`config.mk`:
```
export PLATFORM = sky130hd
export DESIGN_NAME = quad_pwm_core
export DESIGN_NICKNAME = d
export VERILOG_FILES = /design/src/rtl/quad_pwm_pkg.sv /design/src/rtl/pwm_divider.sv /design/src/rtl/pwm_tap.sv /design/src/rtl/pwm_regs.sv /design/src/rtl/pwm_channel.sv /design/src/rtl/quad_pwm_core.sv
export SDC_FILE = /design/constraint.sdc
export NUM_CORES = 1
export LEC_CHECK = 0
export CELL_PAD_IN_SITES_DETAIL_PLACEMENT = 0
export CELL_PAD_IN_SITES_GLOBAL_PLACEMENT = 1
export CORE_UTILIZATION = 40
export CTS_CLUSTER_DIAMETER = 60
export DETAILED_ROUTE_END_ITERATION = 16
export PLACE_DENSITY_LB_ADDON = 0.1
export SLEW_MARGIN = 40
export SYNTH_ARGS = -nofsm -noshare
export SYNTH_HDL_FRONTEND = slang
export SYNTH_SLANG_ARGS = --single-unit
```
`constraint.sdc`:
```
create_clock -name clk -period 2.7 [get_ports clk]
set_input_delay 0.405 -clock clk [delete_from_list [all_inputs] [get_ports clk]]
set_output_delay 0.405 -clock clk [all_outputs]
set_load 0.01 [all_outputs]
```
`src/rtl/quad_pwm_pkg.sv`:
```
package quad_pwm_pkg;
  localparam int N_CH    = 4;
  localparam int DATA_W  = 8;
  localparam int ADDR_W  = 4;
  localparam logic [ADDR_W-1:0] ADR_PRESCALE = 4'd0;
  localparam logic [ADDR_W-1:0] ADR_CONTROL  = 4'd1;
  localparam logic [ADDR_W-1:0] ADR_PER_BASE = 4'd2;
  localparam logic [ADDR_W-1:0] ADR_DTY_BASE = 4'd6;
  typedef logic [DATA_W-1:0] byte_t;
endpackage

```
`src/rtl/pwm_divider.sv`:
```
module pwm_divider #(
  parameter int DIV_W = 7
) (
  input  logic             clk,
  input  logic             rst_n,
  input  logic             e_tick,
  output logic [DIV_W-1:0] div_q
);
  always_ff @(posedge clk) begin
    if (!rst_n)      div_q <= '0;
    else if (e_tick) div_q <= div_q + DIV_W'(1);
  end
endmodule

```
`src/rtl/pwm_tap.sv`:
```
module pwm_tap #(
  parameter int SEL_W = 2,
  parameter int DIV_W = 7
) (
  input  logic             e_tick,
  input  logic [DIV_W-1:0] div_q,
  input  logic [SEL_W-1:0] sel,
  output logic             tick
);
  logic [DIV_W-1:0] mask;
  always_comb begin
    mask = (DIV_W'(1) << sel) - DIV_W'(1);
    tick = e_tick && ((div_q & mask) == mask);
  end
endmodule

```
`src/rtl/pwm_regs.sv`:
```
module pwm_regs
  import quad_pwm_pkg::*;
#(
  parameter int A_SEL_W = 2,
  parameter int B_SEL_W = 3
) (
  input  logic                  clk,
  input  logic                  rst_n,
  input  logic                  wr_en,
  input  logic [ADDR_W-1:0]     wr_addr,
  input  byte_t                 wr_data,
  output logic [A_SEL_W-1:0]    sel_a,
  output logic [B_SEL_W-1:0]    sel_b,
  output byte_t                 ctrl,
  output logic [N_CH-1:0][DATA_W-1:0] per_stage,
  output logic [N_CH-1:0][DATA_W-1:0] dty_stage
);
  always_ff @(posedge clk) begin
    if (!rst_n) begin
      sel_a <= '0;
      sel_b <= '0;
      ctrl  <= '0;
    end else if (wr_en) begin
      if (wr_addr == ADR_PRESCALE) begin
        sel_a <= wr_data[A_SEL_W-1:0];
        sel_b <= wr_data[A_SEL_W +: B_SEL_W];
      end
      if (wr_addr == ADR_CONTROL) ctrl <= wr_data;
    end
  end

  for (genvar i = 0; i < N_CH; i++) begin : g_stage
    always_ff @(posedge clk) begin
      if (!rst_n) begin
        per_stage[i] <= '0;
        dty_stage[i] <= '0;
      end else if (wr_en) begin
        if (wr_addr == ADR_PER_BASE + ADDR_W'(i)) per_stage[i] <= wr_data;
        if (wr_addr == ADR_DTY_BASE + ADDR_W'(i)) dty_stage[i] <= wr_data;
      end
    end
  end
endmodule

```
`src/rtl/pwm_channel.sv`:
```
module pwm_channel
  import quad_pwm_pkg::*;
(
  input  logic  clk,
  input  logic  rst_n,
  input  logic  tick,
  input  logic  pol,
  input  byte_t per_stage,
  input  byte_t dty_stage,
  output logic  pwm,
  output byte_t cnt_o,
  output byte_t act_per_o,
  output byte_t act_dty_o
);
  byte_t cnt_q, per_q, dty_q;
  logic  at_end;

  assign at_end = (cnt_q == per_q - DATA_W'(1));

  always_ff @(posedge clk) begin
    if (!rst_n) begin
      cnt_q <= '0;
      per_q <= '0;
      dty_q <= '0;
    end else if (tick) begin
      if (at_end) begin
        cnt_q <= '0;
        per_q <= per_stage;
        dty_q <= dty_stage;
      end else begin
        cnt_q <= cnt_q + DATA_W'(1);
      end
    end
  end

  always_comb pwm = (cnt_q < dty_q) ? pol : ~pol;

  assign cnt_o     = cnt_q;
  assign act_per_o = per_q;
  assign act_dty_o = dty_q;
endmodule

```
`src/rtl/quad_pwm_core.sv`:
```
module quad_pwm_core
  import quad_pwm_pkg::*;
#(
  parameter int A_SEL_W = 2,
  parameter int B_SEL_W = 3
) (
  input  logic        clk,
  input  logic        rst_n,
  input  logic        e_tick,
  input  logic        s_tick,
  input  logic        wr_en,
  input  logic [3:0]  wr_addr,
  input  logic [7:0]  wr_data,
  output logic [3:0]  pwm_out
);
  localparam int DIV_W = (1 << B_SEL_W) - 1;

  logic [DIV_W-1:0]   div_q;
  logic [A_SEL_W-1:0] sel_a;
  logic [B_SEL_W-1:0] sel_b;
  byte_t              ctrl_q;
  logic               tick_a, tick_b;
  logic [N_CH-1:0]    ch_tick;
  logic [N_CH-1:0][DATA_W-1:0] per_stage, dty_stage;
  logic [N_CH-1:0][DATA_W-1:0] cnt_w, aper_w, adty_w;

  pwm_divider #(.DIV_W(DIV_W)) u_div (
    .clk(clk), .rst_n(rst_n), .e_tick(e_tick), .div_q(div_q)
  );

  pwm_tap #(.SEL_W(A_SEL_W), .DIV_W(DIV_W)) u_tap_a (
    .e_tick(e_tick), .div_q(div_q), .sel(sel_a), .tick(tick_a)
  );

  pwm_tap #(.SEL_W(B_SEL_W), .DIV_W(DIV_W)) u_tap_b (
    .e_tick(e_tick), .div_q(div_q), .sel(sel_b), .tick(tick_b)
  );

  pwm_regs #(.A_SEL_W(A_SEL_W), .B_SEL_W(B_SEL_W)) u_regs (
    .clk(clk), .rst_n(rst_n), .wr_en(wr_en), .wr_addr(wr_addr),
    .wr_data(wr_data), .sel_a(sel_a), .sel_b(sel_b), .ctrl(ctrl_q),
    .per_stage(per_stage), .dty_stage(dty_stage)
  );

  for (genvar i = 0; i < N_CH; i++) begin : g_ch
    logic src_tick;
    if (i < N_CH / 2) begin : g_src_a
      assign src_tick = tick_a;
    end else begin : g_src_b
      assign src_tick = tick_b;
    end
    assign ch_tick[i] = ctrl_q[N_CH + i] ? s_tick : src_tick;

    pwm_channel u_ch (
      .clk(clk), .rst_n(rst_n), .tick(ch_tick[i]), .pol(ctrl_q[i]),
      .per_stage(per_stage[i]), .dty_stage(dty_stage[i]),
      .pwm(pwm_out[i]), .cnt_o(cnt_w[i]), .act_per_o(aper_w[i]),
      .act_dty_o(adty_w[i])
    );
  end
endmodule

```
==> impl_metrics.env <==
export IMPL_status="complete, no violations"
export IMPL_cp_top_family="simple AND/OR/NAND/NOR gates"
export IMPL_async_reset_ff_frac=0
export IMPL_p_total_mw=5.79
export IMPL_slowest_stage="or3_4"
export IMPL_hpwl_mm=14.2
export IMPL_clock_latency_ns=0.43
export IMPL_synthAdderAreaFrac=0.0519
export IMPL_yosys_area_top_type="dfxtp_1"
export IMPL_maxSlewHeadroom=0.453
export IMPL_leakage_nw=4.42
export IMPL_cts_htree_levels=4
export IMPL_avgRoutedWirePerCell_um=15.6
export IMPL_period_minus_slack_ns=2.67
export IMPL_avgSynthCellArea_um2=9.25
export IMPL_tritoncts="yes"
export IMPL_ys_flop_type="dfxtp_1"
export IMPL_path_cells="or3_4, ha_4, nor2b_4, o21ai_2, o2111ai_2, buf_4, o41a_1, nand3b_1, buf_6, buf_16, mux2i_1, nor2b_1"
export IMPL_vias_per_cell=4.93
export IMPL_die_w_um=153
export IMPL_grt_max_degree=45
export IMPL_cts_hold_buf=0
export IMPL_grt_pass1_vias=6265
export IMPL_max_stage_delay_ns=0.39
export IMPL_ios=21
export IMPL_core_area_um2=22600
export IMPL_min_path_type="flop to flop"
export IMPL_synth_seq_cells=180
export IMPL_synth_nets=1046
export IMPL_yosysTopAreaCellShare=0.393
export IMPL_synth_compound_area_frac=0.0583
export IMPL_clockRootBuffer="clkbuf_16"
export IMPL_grt_pass1_wl_mm=33.6
export IMPL_worst_setup_path_type="flop to flop"
export IMPL_syn_area_um2=9170
export IMPL_initial_core_util=0.406
export IMPL_synthMuxAreaShare=0.155
export IMPL_drtAntennaViolNets=0
export IMPL_cts_sinks=180
export IMPL_final_setup_tns_ns=0
export IMPL_synth_area_top_cells="dfxtp_1 (39%), mux2i_1 (16%), nor2b_1 (9.1%)"
export IMPL_p_sw_mw=1.30
export IMPL_intPower_mw=4.49
export IMPL_area_growth_pct=17.6
export IMPL_fmax_mhz=374
export IMPL_cp_start_kind="flop"
export IMPL_ys_seq_area_frac=0.393
export IMPL_antenna_found_initial=1
export IMPL_dieHeight_um=153
export IMPL_worstPathMaxFanout=8
export IMPL_drc_errors=0
export IMPL_p_per_area_nw_per_um2=537
export IMPL_dieArea_um2=23500
export IMPL_drv_cap=0
export IMPL_vias=6594
export IMPL_wirelength_mm=20.8
export IMPL_drive_above_1_share=0.138
export IMPL_clk_pin_slew_worst_paths_ns=0.07
export IMPL_synth_edf_count=0
export IMPL_firstDrtPassIters=4
export IMPL_nets=1096
export IMPL_synth_cell_types=51
export IMPL_cts_buffers=17
export IMPL_yosys_warnings=0
export IMPL_place_gp_congestion=0.795
export IMPL_synthSimpleGateAreaFrac=0.232
export IMPL_synthCells=991
export IMPL_period_share=0.989
export IMPL_arrival_ns=2.99
export IMPL_hold_viol=0
export IMPL_clock_skew_final_ns=0.0113
export IMPL_synth_top_family_by_area="simple AND/OR/NAND/NOR gates"
export IMPL_synthTopCellsByCount="dfxtp_1 (180), mux2i_1 (142), nor2b_1 (133), nand2_1 (71), nor2_1 (53)"
export IMPL_p_clk_frac=0.457
export IMPL_setup_viol=0
export IMPL_tightest_slew_ns=0.818
export IMPL_switching_share=0.225
export IMPL_synth_most_common_cell="dfxtp_1"
export IMPL_cts_max_path_buffers=2
export IMPL_grt_ovfl_total=0
export IMPL_rsz0062_at_grt="true"
export IMPL_drtIter0Drc=292
export IMPL_setup_worst_path_end_class="flop"
export IMPL_synthXorXnorAreaFrac=0.0639
export IMPL_rows=55
export IMPL_path_buf_inv=3
export IMPL_port_buffers=20
export IMPL_p_comb_frac=0.075
export IMPL_drv_slew=0
export IMPL_seqPwrFrac=0.469
export IMPL_cp_required_ns=3.02
export IMPL_grt_usage=0.183
export IMPL_fillers=2195
export IMPL_diodes=0
export IMPL_ir_drop_v=0.000342
-- what timing repair did --
action,CTS,global route
resized for setup,22,32
pin swaps,7,11
gates cloned,1,0
setup buffers,3,3
hold endpoints to repair,0,0
endpoints found under the setup margin,25,38
-- cell type report --
class	instances	area [um^2]	share of cell area
clock buffer	22	464	0.0431
multi-input combinational	714	5290	0.491
sequential	180	3610	0.335
clock inverter	9	153	0.0142
timing repair buffer	90	763	0.0708
tap	285	357	0.0331
inverter	38	143	0.0132
-- registers in the layout, indices dropped and copies added (netlist names) --
name / count
u_regs.ctrl: 8
u_regs.sel_b: 3
u_regs.per_stage: 32
g_ch.u_ch.act_per_o: 32
g_ch.u_ch.act_dty_o: 32
u_regs.sel_a: 2
g_ch.u_ch.cnt_o: 32
u_div.div_q: 7
u_regs.dty_stage: 32
-- cells by family (layout without fill, tap and decap cells) --
logic type / count (synthesis) / after routing
compound gates: 82 / 82
xor+xnor: 66 / 66
fa+ha+maj: 38 / 38
buf+inv: 97 / 159
flops: 180 / 180
mux: 142 / 142
simple gates: 386 / 386
-- worst reg2reg max path, stage by stage, from the launching register on --
cell       delay, ns
dfxtp_2         0.32
or3_4           0.39
ha_4            0.20
nor2b_4         0.13
o21ai_2         0.11
o2111ai_2       0.15
buf_4           0.16
o41a_1          0.37
nand3b_1        0.23
buf_6           0.16
buf_16          0.14
mux2i_1         0.14
nor2b_1         0.06
-- per-stage QoR --
step | instance area, um^2 | hold WS, ns | setup WS (ns) | utilization | std cells
CTS | 10700 | 0.460 | 0.00198 | 0.474 | 1336
detailed placement | 9980 | 0.448 | -0.0937 | 0.442 | 1302
finish | 10800 | 0.455 | 0.0296 | 0.478 | 1338
global route | 10800 | 0.474 | -0.106 | 0.478 | 1338
floorplan | 9170 | 0.435 | 0.0394 | - | 991
global placement | 9970 | 0.446 | -0.266 | 0.442 | 1302
-- placed cells by master (no fill, tap or decap), types with 30 or more instances in the layout --
| cell | netlist | routed |
|---|---|---|
| ha_1 | 38 | 35 |
| dfxtp_1 | 180 | 173 |
| nand2_1 | 71 | 70 |
| nor2_1 | 53 | 52 |
| mux2i_1 | 142 | 142 |
| buf_4 | 5 | 65 |
| nor2b_1 | 133 | 132 |
| xor2_1 | 30 | 30 |
| xnor2_1 | 35 | 35 |
| inv_1 | 38 | 37 |
-- power by group through the flow --
stage / clock (mW) / sequential (mW) / combinational, mW
after floorplan: 0 / 2.77 / 0.248
after global placement: 0 / 2.77 / 0.422
after detailed placement: 0 / 2.77 / 0.423
after CTS: 2.71 / 2.71 / 0.428
after global routing: 2.83 / 2.72 / 0.476
final: 2.64 / 2.71 / 0.433
-- path summary, 6_finish.rpt --
check	startpoint	endpoint	slack, ns	cells past startpoint
worst min register to register	u_regs.dty_stage[25]	g_ch[3].u_ch.act_dty_o[1]	0.46	2
worst max register to register	u_regs.sel_b[1]	g_ch[2].u_ch.act_per_o[5]	0.03	12
worst max-delay path	u_regs.sel_b[1]	g_ch[2].u_ch.act_per_o[5]	0.03	12
worst min-delay path	u_regs.dty_stage[25]	g_ch[3].u_ch.act_dty_o[1]	0.46	2
-- per-layer routing --
metal	part of all wire	vias up	GRT usage
met1	0.52	3065	0.257
met2	0.45	55	0.291
met3	0.025	14	0.0329
li1	-	3460	-
met4	0.0078	0	0.0400
met5	0	-	0
Note: power is estimated with default switching activity, not from simulation.
